[config.mk]
export PLATFORM = sky130hd
export DESIGN_NAME = dma_pin_remap
export DESIGN_NICKNAME = d
export VERILOG_FILES = /design/src/rtl/dma_remap_pkg.sv /design/src/rtl/dma_sel_hold.sv /design/src/rtl/dma_dreq_sync.sv /design/src/rtl/dma_strobe_map.sv /design/src/rtl/dma_pin_gate.sv /design/src/rtl/dma_pin_remap.sv
export SDC_FILE = /design/constraint.sdc
export NUM_CORES = 1
export LEC_CHECK = 0
export BUFFER_PORTS_ARGS = -buffer_cell sky130_fd_sc_hd__buf_2
export CAP_MARGIN = 15
export CORE_AREA = 5 5 42 44
export CTS_BUF_LIST = sky130_fd_sc_hd__clkbuf_8
export DETAILED_ROUTE_END_ITERATION = 7
export DIE_AREA = 0 0 47 49
export SETUP_SLACK_MARGIN = 0.02
export SYNTH_ARGS = -nofsm -noshare
export SYNTH_HDL_FRONTEND = slang
export SYNTH_SLANG_ARGS = --single-unit
export TNS_END_PERCENT = 100
[constraint.sdc]
create_clock -name clk -period 3.73 [get_ports clk]
set_clock_uncertainty 0.15 [all_clocks]
set_input_delay 0.373 -clock clk [delete_from_list [all_inputs] [get_ports clk]]
set_output_delay 0.373 -clock clk [all_outputs]
set_load 0.05 [all_outputs]
[src/rtl/dma_remap_pkg.sv]
package dma_remap_pkg;

  // Encoding of the request-source select field; the values are fixed by
  // the control register layout that software programs.
  typedef enum logic [1:0] {
    SRC_OFF    = 2'b00,
    SRC_INACK  = 2'b01,
    SRC_WIDTH  = 2'b10,
    SRC_AUDIO  = 2'b11
  } req_src_e;

  localparam int unsigned SRC_PINS = 3;

  // Index of each card status pin inside the packed pin vector.
  localparam int unsigned PIN_WIDTH = 0;
  localparam int unsigned PIN_AUDIO = 1;
  localparam int unsigned PIN_INACK = 2;

endpackage

[src/rtl/dma_sel_hold.sv]
module dma_sel_hold
  import dma_remap_pkg::*;
(
  input  logic     clk,
  input  logic     rst_n,
  input  logic [1:0] cfg_sel,
  input  logic     cyc_busy,
  output req_src_e eff_sel
);

  // The effective source only moves on edges with no DMA data cycle.
  always_ff @(posedge clk or negedge rst_n) begin
    if (!rst_n) begin
      eff_sel <= SRC_OFF;
    end else if (!cyc_busy) begin
      eff_sel <= req_src_e'(cfg_sel);
    end
  end

  // source is frozen across an edge that sees an active cycle
  p_sel_frozen_r10: assert property (@(posedge clk) disable iff (!rst_n)
    cyc_busy |=> eff_sel == $past(eff_sel));

  // idle edge loads the programmed field
  p_sel_loads_r10: assert property (@(posedge clk) disable iff (!rst_n)
    !cyc_busy |=> eff_sel == req_src_e'($past(cfg_sel)));

endmodule

[src/rtl/dma_dreq_sync.sv]
module dma_dreq_sync
  import dma_remap_pkg::*;
#(
  parameter int unsigned STAGES = 2
) (
  input  logic                clk,
  input  logic                rst_n,
  input  req_src_e            eff_sel,
  input  logic                io_mode,
  input  logic [SRC_PINS-1:0] pins_n,
  output logic                host_dreq
);

  localparam int unsigned LAST = STAGES - 1;

  logic dma_on;
  logic raw_req;
  logic [STAGES-1:0] sync_q;

  assign dma_on = io_mode && (eff_sel != SRC_OFF);

  // Active-low source picked by the select field, turned active-high.
  always_comb begin
    unique case (eff_sel)
      SRC_WIDTH: raw_req = ~pins_n[PIN_WIDTH];
      SRC_AUDIO: raw_req = ~pins_n[PIN_AUDIO];
      SRC_INACK: raw_req = ~pins_n[PIN_INACK];
      default:   raw_req = 1'b0;
    endcase
  end

  genvar g;
  generate
    for (g = 0; g < STAGES; g++) begin : g_stage
      if (g == 0) begin : g_first
        always_ff @(posedge clk or negedge rst_n) begin
          if (!rst_n) sync_q[0] <= 1'b0;
          else        sync_q[0] <= raw_req & dma_on;
        end
      end else begin : g_next
        always_ff @(posedge clk or negedge rst_n) begin
          if (!rst_n) sync_q[g] <= 1'b0;
          else        sync_q[g] <= sync_q[g-1];
        end
      end
    end
  endgenerate

  assign host_dreq = sync_q[LAST] & dma_on;

  // a request reaching the host was seen low on the chosen pin two edges ago
  p_dreq_origin_r1: assert property (@(posedge clk) disable iff (!rst_n)
    host_dreq |-> $past(raw_req & dma_on, 2));

endmodule

[src/rtl/dma_strobe_map.sv]
module dma_strobe_map
  import dma_remap_pkg::*;
(
  input  req_src_e eff_sel,
  input  logic     io_mode,
  input  logic     host_dack,
  input  logic     host_tc,
  input  logic     host_ior_n,
  input  logic     host_iow_n,
  input  logic     std_reg_n,
  input  logic     std_oe_n,
  input  logic     std_we_n,
  output logic     cyc_busy,
  output logic     card_regsel_n,
  output logic     card_rdstb_n,
  output logic     card_wrstb_n
);

  logic dma_on;
  logic rd_leg;
  logic wr_leg;

  assign dma_on   = io_mode && (eff_sel != SRC_OFF);
  assign cyc_busy = dma_on && host_dack && (!host_ior_n || !host_iow_n);

  // Read strobe from the host moves data card->memory: TC rides output-enable.
  assign rd_leg = cyc_busy && !host_ior_n;
  // Write strobe from the host moves data memory->card: TC rides write-enable.
  assign wr_leg = cyc_busy && !host_iow_n;

  always_comb begin
    card_regsel_n = cyc_busy ? 1'b1 : std_reg_n;
    card_rdstb_n  = rd_leg ? ~host_tc : std_oe_n;
    card_wrstb_n  = wr_leg ? ~host_tc : std_we_n;
  end

endmodule

[src/rtl/dma_pin_gate.sv]
module dma_pin_gate
  import dma_remap_pkg::*;
#(
  parameter int unsigned NWIN = 2
) (
  input  req_src_e         eff_sel,
  input  logic             card_width_n,
  input  logic             std_audio,
  input  logic [NWIN-1:0]  std_auto16,
  input  logic             std_inack_ctl,
  input  logic             std_stat4,
  output logic             card_audio_out,
  output logic [NWIN-1:0]  auto16_eff,
  output logic             inack_ctl_eff,
  output logic             stat4
);

  logic use_width;
  logic use_audio;
  logic use_inack;

  assign use_width = (eff_sel == SRC_WIDTH);
  assign use_audio = (eff_sel == SRC_AUDIO);
  assign use_inack = (eff_sel == SRC_INACK);

  genvar w;
  generate
    for (w = 0; w < NWIN; w++) begin : g_win
      assign auto16_eff[w] = std_auto16[w] & ~use_width;
    end
  endgenerate

  assign card_audio_out = std_audio & ~use_audio;
  assign inack_ctl_eff  = std_inack_ctl & ~use_inack;
  assign stat4          = use_width ? card_width_n : std_stat4;

endmodule

[src/rtl/dma_pin_remap.sv]
module dma_pin_remap
  import dma_remap_pkg::*;
#(
  parameter int unsigned NWIN        = 2,
  parameter int unsigned SYNC_STAGES = 2
) (
  input  logic            clk,
  input  logic            rst_n,
  input  logic [1:0]      cfg_req_sel,
  input  logic            cfg_io_mode,
  input  logic            card_width_n,
  input  logic            card_audio_n,
  input  logic            card_inack_n,
  input  logic            host_dack,
  input  logic            host_tc,
  input  logic            host_ior_n,
  input  logic            host_iow_n,
  input  logic            std_reg_n,
  input  logic            std_oe_n,
  input  logic            std_we_n,
  input  logic            std_audio,
  input  logic [NWIN-1:0] std_auto16,
  input  logic            std_inack_ctl,
  input  logic            std_stat4,
  output logic            host_dreq,
  output logic            card_regsel_n,
  output logic            card_rdstb_n,
  output logic            card_wrstb_n,
  output logic            card_audio_out,
  output logic [NWIN-1:0] auto16_eff,
  output logic            inack_ctl_eff,
  output logic            stat4
);

  req_src_e            eff_sel;
  logic                cyc_busy;
  logic [SRC_PINS-1:0] pins_n;

  assign pins_n[PIN_WIDTH] = card_width_n;
  assign pins_n[PIN_AUDIO] = card_audio_n;
  assign pins_n[PIN_INACK] = card_inack_n;

  dma_sel_hold u_sel (
    .clk      (clk),
    .rst_n    (rst_n),
    .cfg_sel  (cfg_req_sel),
    .cyc_busy (cyc_busy),
    .eff_sel  (eff_sel)
  );

  dma_dreq_sync #(.STAGES(SYNC_STAGES)) u_dreq (
    .clk       (clk),
    .rst_n     (rst_n),
    .eff_sel   (eff_sel),
    .io_mode   (cfg_io_mode),
    .pins_n    (pins_n),
    .host_dreq (host_dreq)
  );

  dma_strobe_map u_strb (
    .eff_sel       (eff_sel),
    .io_mode       (cfg_io_mode),
    .host_dack     (host_dack),
    .host_tc       (host_tc),
    .host_ior_n    (host_ior_n),
    .host_iow_n    (host_iow_n),
    .std_reg_n     (std_reg_n),
    .std_oe_n      (std_oe_n),
    .std_we_n      (std_we_n),
    .cyc_busy      (cyc_busy),
    .card_regsel_n (card_regsel_n),
    .card_rdstb_n  (card_rdstb_n),
    .card_wrstb_n  (card_wrstb_n)
  );

  dma_pin_gate #(.NWIN(NWIN)) u_gate (
    .eff_sel        (eff_sel),
    .card_width_n   (card_width_n),
    .std_audio      (std_audio),
    .std_auto16     (std_auto16),
    .std_inack_ctl  (std_inack_ctl),
    .std_stat4      (std_stat4),
    .card_audio_out (card_audio_out),
    .auto16_eff     (auto16_eff),
    .inack_ctl_eff  (inack_ctl_eff),
    .stat4          (stat4)
  );

  // no request to the host while DMA is off or the socket is in memory mode
  p_dreq_off_r2: assert property (@(posedge clk) disable iff (!rst_n)
    (!cfg_io_mode || eff_sel == SRC_OFF) |-> !host_dreq);

  // acknowledge is high on the card for every host data strobe of a DMA cycle
  p_ack_high_r3: assert property (@(posedge clk) disable iff (!rst_n)
    (host_dack && cfg_io_mode && eff_sel != SRC_OFF && (!host_ior_n || !host_iow_n))
      |-> card_regsel_n);

  // without a host acknowledge the strobes keep their normal values
  p_tc_confined_r6: assert property (@(posedge clk) disable iff (!rst_n)
    !host_dack |-> (card_rdstb_n == std_oe_n) && (card_wrstb_n == std_we_n)
                   && (card_regsel_n == std_reg_n));

  // a borrowed audio pin never drives the speaker path
  p_audio_gate_r8: assert property (@(posedge clk) disable iff (!rst_n)
    (eff_sel == SRC_AUDIO) |-> !card_audio_out);

  // reset leaves the request low
  p_reset_quiet_r11: assert property (@(posedge clk)
    !rst_n |-> !host_dreq);

endmodule

-- Word level (Yosys, flattened, before mapping)
Index checks and enable logic that the tools add are counted.
- bits in latches: 0
- RAM bits: 0
- input bits: 20
- flip-flop bits (word level): 4
- output and inout bits: 9
- memories kept: 0
- logic and storage cells: 33
- memory bits (read-only): 0
- div/mod/pow operators: 0
- add/sub/neg operators: 0
- shift-type cells: 0
- order comparisons: 0
- equal/unequal tests: 3
- multiplexer cells: 5
- bitwise operators: 13
- reduce and logical (&&, ||, !) cells: 9
- multipliers: 0
- operators with widths (kind ; number):
    1-bit inverter ; 7
    1-bit AND ; 6
    1-bit logical AND ; 5
    2-bit == test (second input constant) ; 2
    1-bit 2-to-1 mux ; 4
    1-bit one-hot mux with 3 select lines ; 1
    2-bit by 1-bit == test with 1-bit output (second input constant) ; 1
    1-bit logical NOT ; 2
    2-bit nonzero test ; 1
    1-bit logical OR ; 1

-- Depth between registers and ports, before layout
- depth in word-level cells: 6
- mapped depth: 4
- gate-level depth less buffers: 3

-- Hierarchy
From an unflattened synthesis, not the netlist that was laid out.
- cells, all modules: 24
- area, all modules: 279.0 um2
- by module, submodules not included (module ; cells each ; area an instance (um2) ; instances ; seq. area each (um2)):
    dma_dreq_sync ; 6 ; 91.3 ; 1 ; 50.0
    dma_sel_hold ; 4 ; 72.6 ; 1 ; 50.0
    dma_pin_gate ; 7 ; 62.6 ; 1 ; 0.0
    dma_strobe_map ; 7 ; 52.6 ; 1 ; 0.0

-- Worst setup path before layout
OpenSTA, ideal clock, no wires.
- kind: reg2out
- start point: reg u_sel.eff_sel[1]
- end point: out card_rdstb_n
- required time: 3.207 ns
- path buffers: 0
- path slack: 1.433 ns
- stages on the path, launching flop included: 3
- data arrival time: 1.774 ns
- cells stage by stage: dfrtp_1 -> o211ai_4 -> o31ai_1
- cells in the longest elaborated chain, start to end: 6
- ends and longest elaborated chain (what ; RTL line ; text):
    start: declaration ; dma_sel_hold.sv:8 ; output req_src_e eff_sel
    start signal: assignment ; dma_sel_hold.sv:16 ; eff_sel <= req_src_e'(cfg_sel);
    2-bit nonzero test ; dma_strobe_map.sv:23 ; assign dma_on = io_mode && (eff_sel != SRC_OFF);
    1-bit logical AND ; dma_strobe_map.sv:23 ;
    1-bit logical AND (2 in series) ; dma_strobe_map.sv:24 ; assign cyc_busy = dma_on && host_dack && (!host_ior_n || !host_iow_n);
    1-bit logical AND ; dma_strobe_map.sv:27 ; assign rd_leg = cyc_busy && !host_ior_n;
    1-bit 2-to-1 mux ; dma_strobe_map.sv:33 ; card_rdstb_n = rd_leg ? ~host_tc : std_oe_n;
    end: declaration ; dma_pin_remap.sv:27 ; output logic card_rdstb_n,
Every way passes these cells.

-- Final worst setup path
- start point: reg u_sel.eff_sel[0]
- end point: out stat4
- cells in the longest elaborated chain, start to end: 2
- ends and longest elaborated chain (what ; RTL line ; text):
    2-bit == test ; dma_pin_gate.sv:22 ; assign use_width = (eff_sel == SRC_WIDTH);
    1-bit 2-to-1 mux ; dma_pin_gate.sv:35 ; assign stat4 = use_width ? card_width_n : std_stat4;
    end: declaration ; dma_pin_remap.sv:32 ; output logic stat4
Every way passes these cells.

==> results.md <==
- WP data arrival: 1.43 ns
- Row cnt: 14
- Clk root buf: clkbuf_8
- Gate count of the mapped netlist: 26
- Post-cts resize count: 0
- Critical-path cell list: nand2b_1, mux2_2, buf_2
- Routed Antenna Nets: 0
- WL/cell: 10.49 µm
- Via Count: 313
- Core area: 0.001401 mm²
- Max Cap Viol: 0
- Synth warnings: 0
- DRT iter0 DRCs: 1
- Global route overflow: 0
- Setup Crit Path Kind: reg -> out
- Slowest cell on the critical path: dfrtp_1
- First-pass GRT wire length: 1.324 mm
- Setup tns final: 0 ns
- All-Layer GR Usage: 7.986%
- Worst path max stage delay: 0.49 ns
- Dpl cells: 69
- Final period util: 52.49%
- CTS buffer count: 3
- Clk slew on worst S/H paths: 0.03 ns
- Synth cell types: 17
- Antenna cells: 0
- Setup crit start kind: flop
- Sink Count: 4
- Final worst path period need: 1.958 ns
- Final net count: 79
- Leak: 0.2694 nW
- RSZ-0062 raised after global routing: no
- Routed vias/inst: 4.288
- Die width: 47 µm
- Register area share after synthesis: 34.48%
- GPL Wtd Cong: 0.7151
- H-tree Lvls: 1
- DRC: 0
- Actual slew at the worst max-slew pin: 0.2956 ns
- Avg Synthesized Cell Area: 11.16 µm²
- Chip height: 49 µm
- Yosys reg bits: 4
- Highest clock rate: 510.7 MHz
- Synth Cell Area: 290.3 µm²
- Initial antenna violation count: 0
- Clock tree from TritonCTS: yes
- Final WL: 766 µm
- Die ar.: 0.002303 mm²
- Max-slew violations: 0
- PortBufs: 28
- Max IR drop VDD: 0.1362 mV
- Critical Path RT: 3.21 ns
- Vias in the first global route: 323
- Layout cells sized above 1: 63.16%
- Clock buffer depth: 2
- Non-filler instance count after layout: 73
- CP Max Fanout: 8
- Syn_nets: 46
- Flop-to-flop setup slack: 2.29 ns
- Fin util: 35.45%
- Pwr dens: 412.9 mW/mm²
- Crit. End Element: output pin
- Largest net degree at the start of global routing: 9
- Clock latency on the worst-skew pair: 0.22 ns
- # IOs: 29
- Area grow syn2layout: 71.12%
- Drt pass-1 iters: 3
- Initial Util: 20.71%
- Final setup viols: 0
- Status: finished, final reports clean
- Final hold violation count: 0
- Slew margin rel.: 80.29%
- HP Class: reg -> reg
==> Yosys cell counts <==
master	n	share of area, %
o31ai_1	2	5.2
o21ai_0	2	3.4
a21boi_0	2	5.2
a21oi_1	1	1.7
o211ai_4	1	7.3
nand2b_1	2	4.3
and2_1	2	4.3
nor2b_1	1	2.2
o211a_1	1	3.4
mux2i_1	1	3.4
nor3b_1	1	2.6
inv_1	1	1.3
dfrtp_1	4	34
a21o_4	1	5.2
clkbuf_2	1	1.7
mux2_4	2	10
mux2_2	1	3.9
==> cell usage in the layout (no fill, tap or decap), drive strengths merged <==
cell type    synthesis  routed
nor2b                1       1
mux2                 3       3
o21ai                2       2
mux2i                1       1
dfrtp                4       4
nand2b               2       2
inv                  1       1
clkbuf               1       3
nor3b                1       1
a21oi                1       1
o31ai                2       2
a21boi               2       2
o211a                1       1
buf                  0      28
o211ai               1       1
dlygate4sd3          0       1
and2                 2       2
a21o                 1       1
==> critical path, delay by kind of cell, from the launching register on <==
family                 cells  cell delay [ns]
buffers and inverters      1             0.21
DFF                        1             0.49
muxes                      1             0.33
and+or+nand+nor            1             0.19
==> state kept, by name, indices dropped and copies added (netlist names) <==
name and flops:
u_sel.eff_sel 2, u_dreq.sync_q 2
==> what timing repair did <==
action / CTS / global route
hold buffers: 1 / 0
setup endpoints to repair: 0 / 0
endpoints found under the hold margin: 4 / 0
buffers inserted: 0 / 0
==> per-stage QoR <==
stage	instance area [µm²]	worst slack [ns]	power (W)	hold WS, ns
finish	496.7	1.772	0.0002051	0.1909
global placement	445.4	2.001	0.0001146	0.03085
detailed placement	445.4	1.986	0.0001151	0.02999
global route	496.7	1.646	0.0002190	0.2068
CTS	496.7	1.753	0.0002092	0.1936
floorplan	290.3	1.433	0.00009484	-0.07259
==> power breakdown <==
part           total (W)  leakage [nW]  internal, W  switching, W
clock          0.0000905        0.0216    0.0000687     0.0000218
combinational  0.0000625         0.198    0.0000232     0.0000393
sequential     0.0000521        0.0498    0.0000471    0.00000501
total           0.000205         0.269     0.000139     0.0000661
==> area by class of cell <==
cell class / instances / area (µm²)
Timing Repair Buffer: 29 / 150.1
Fill cell: 160 / 904.6
Clock buffer: 3 / 41.29
Sequential cell: 4 / 100.1
Inverter: 1 / 3.754
Multi-Input combinational cell: 20 / 181.4
Tap cell: 16 / 20.02
==> routing by layer <==
layer	vias to the layer above	wire length, µm	track usage [%]
li1	157	-	-
met1	143	275	8.222
met2	9	427	12.44
met3	4	36	3.321
met4	0	27	5.530
met5	-	0	0
==> kinds of logic after synthesis <==
| kind of cell | share of synthesized area (%) |
|---|---|
| compound gates | 31.46 |
| simple gates | 13.36 |
| mux | 17.67 |
| flops | 34.48 |
| buf+inv | 3.014 |
==> worst paths after layout <==
kind | depth (start not counted) | endpoint | startpoint
min in group asynchronous | 2 | u_dreq.sync_q[0] | rst_n
max in group asynchronous | 2 | u_sel.eff_sel[0] | rst_n
worst max register to register | 3 | u_sel.eff_sel[0] | u_sel.eff_sel[1]
worst min-delay path | 0 | u_dreq.sync_q[1] | u_dreq.sync_q[0]
worst min register to register | 0 | u_dreq.sync_q[1] | u_dreq.sync_q[0]
worst max-delay path | 3 | stat4 | u_sel.eff_sel[0]
No activity file was read; power rests on OpenSTA's default activity.
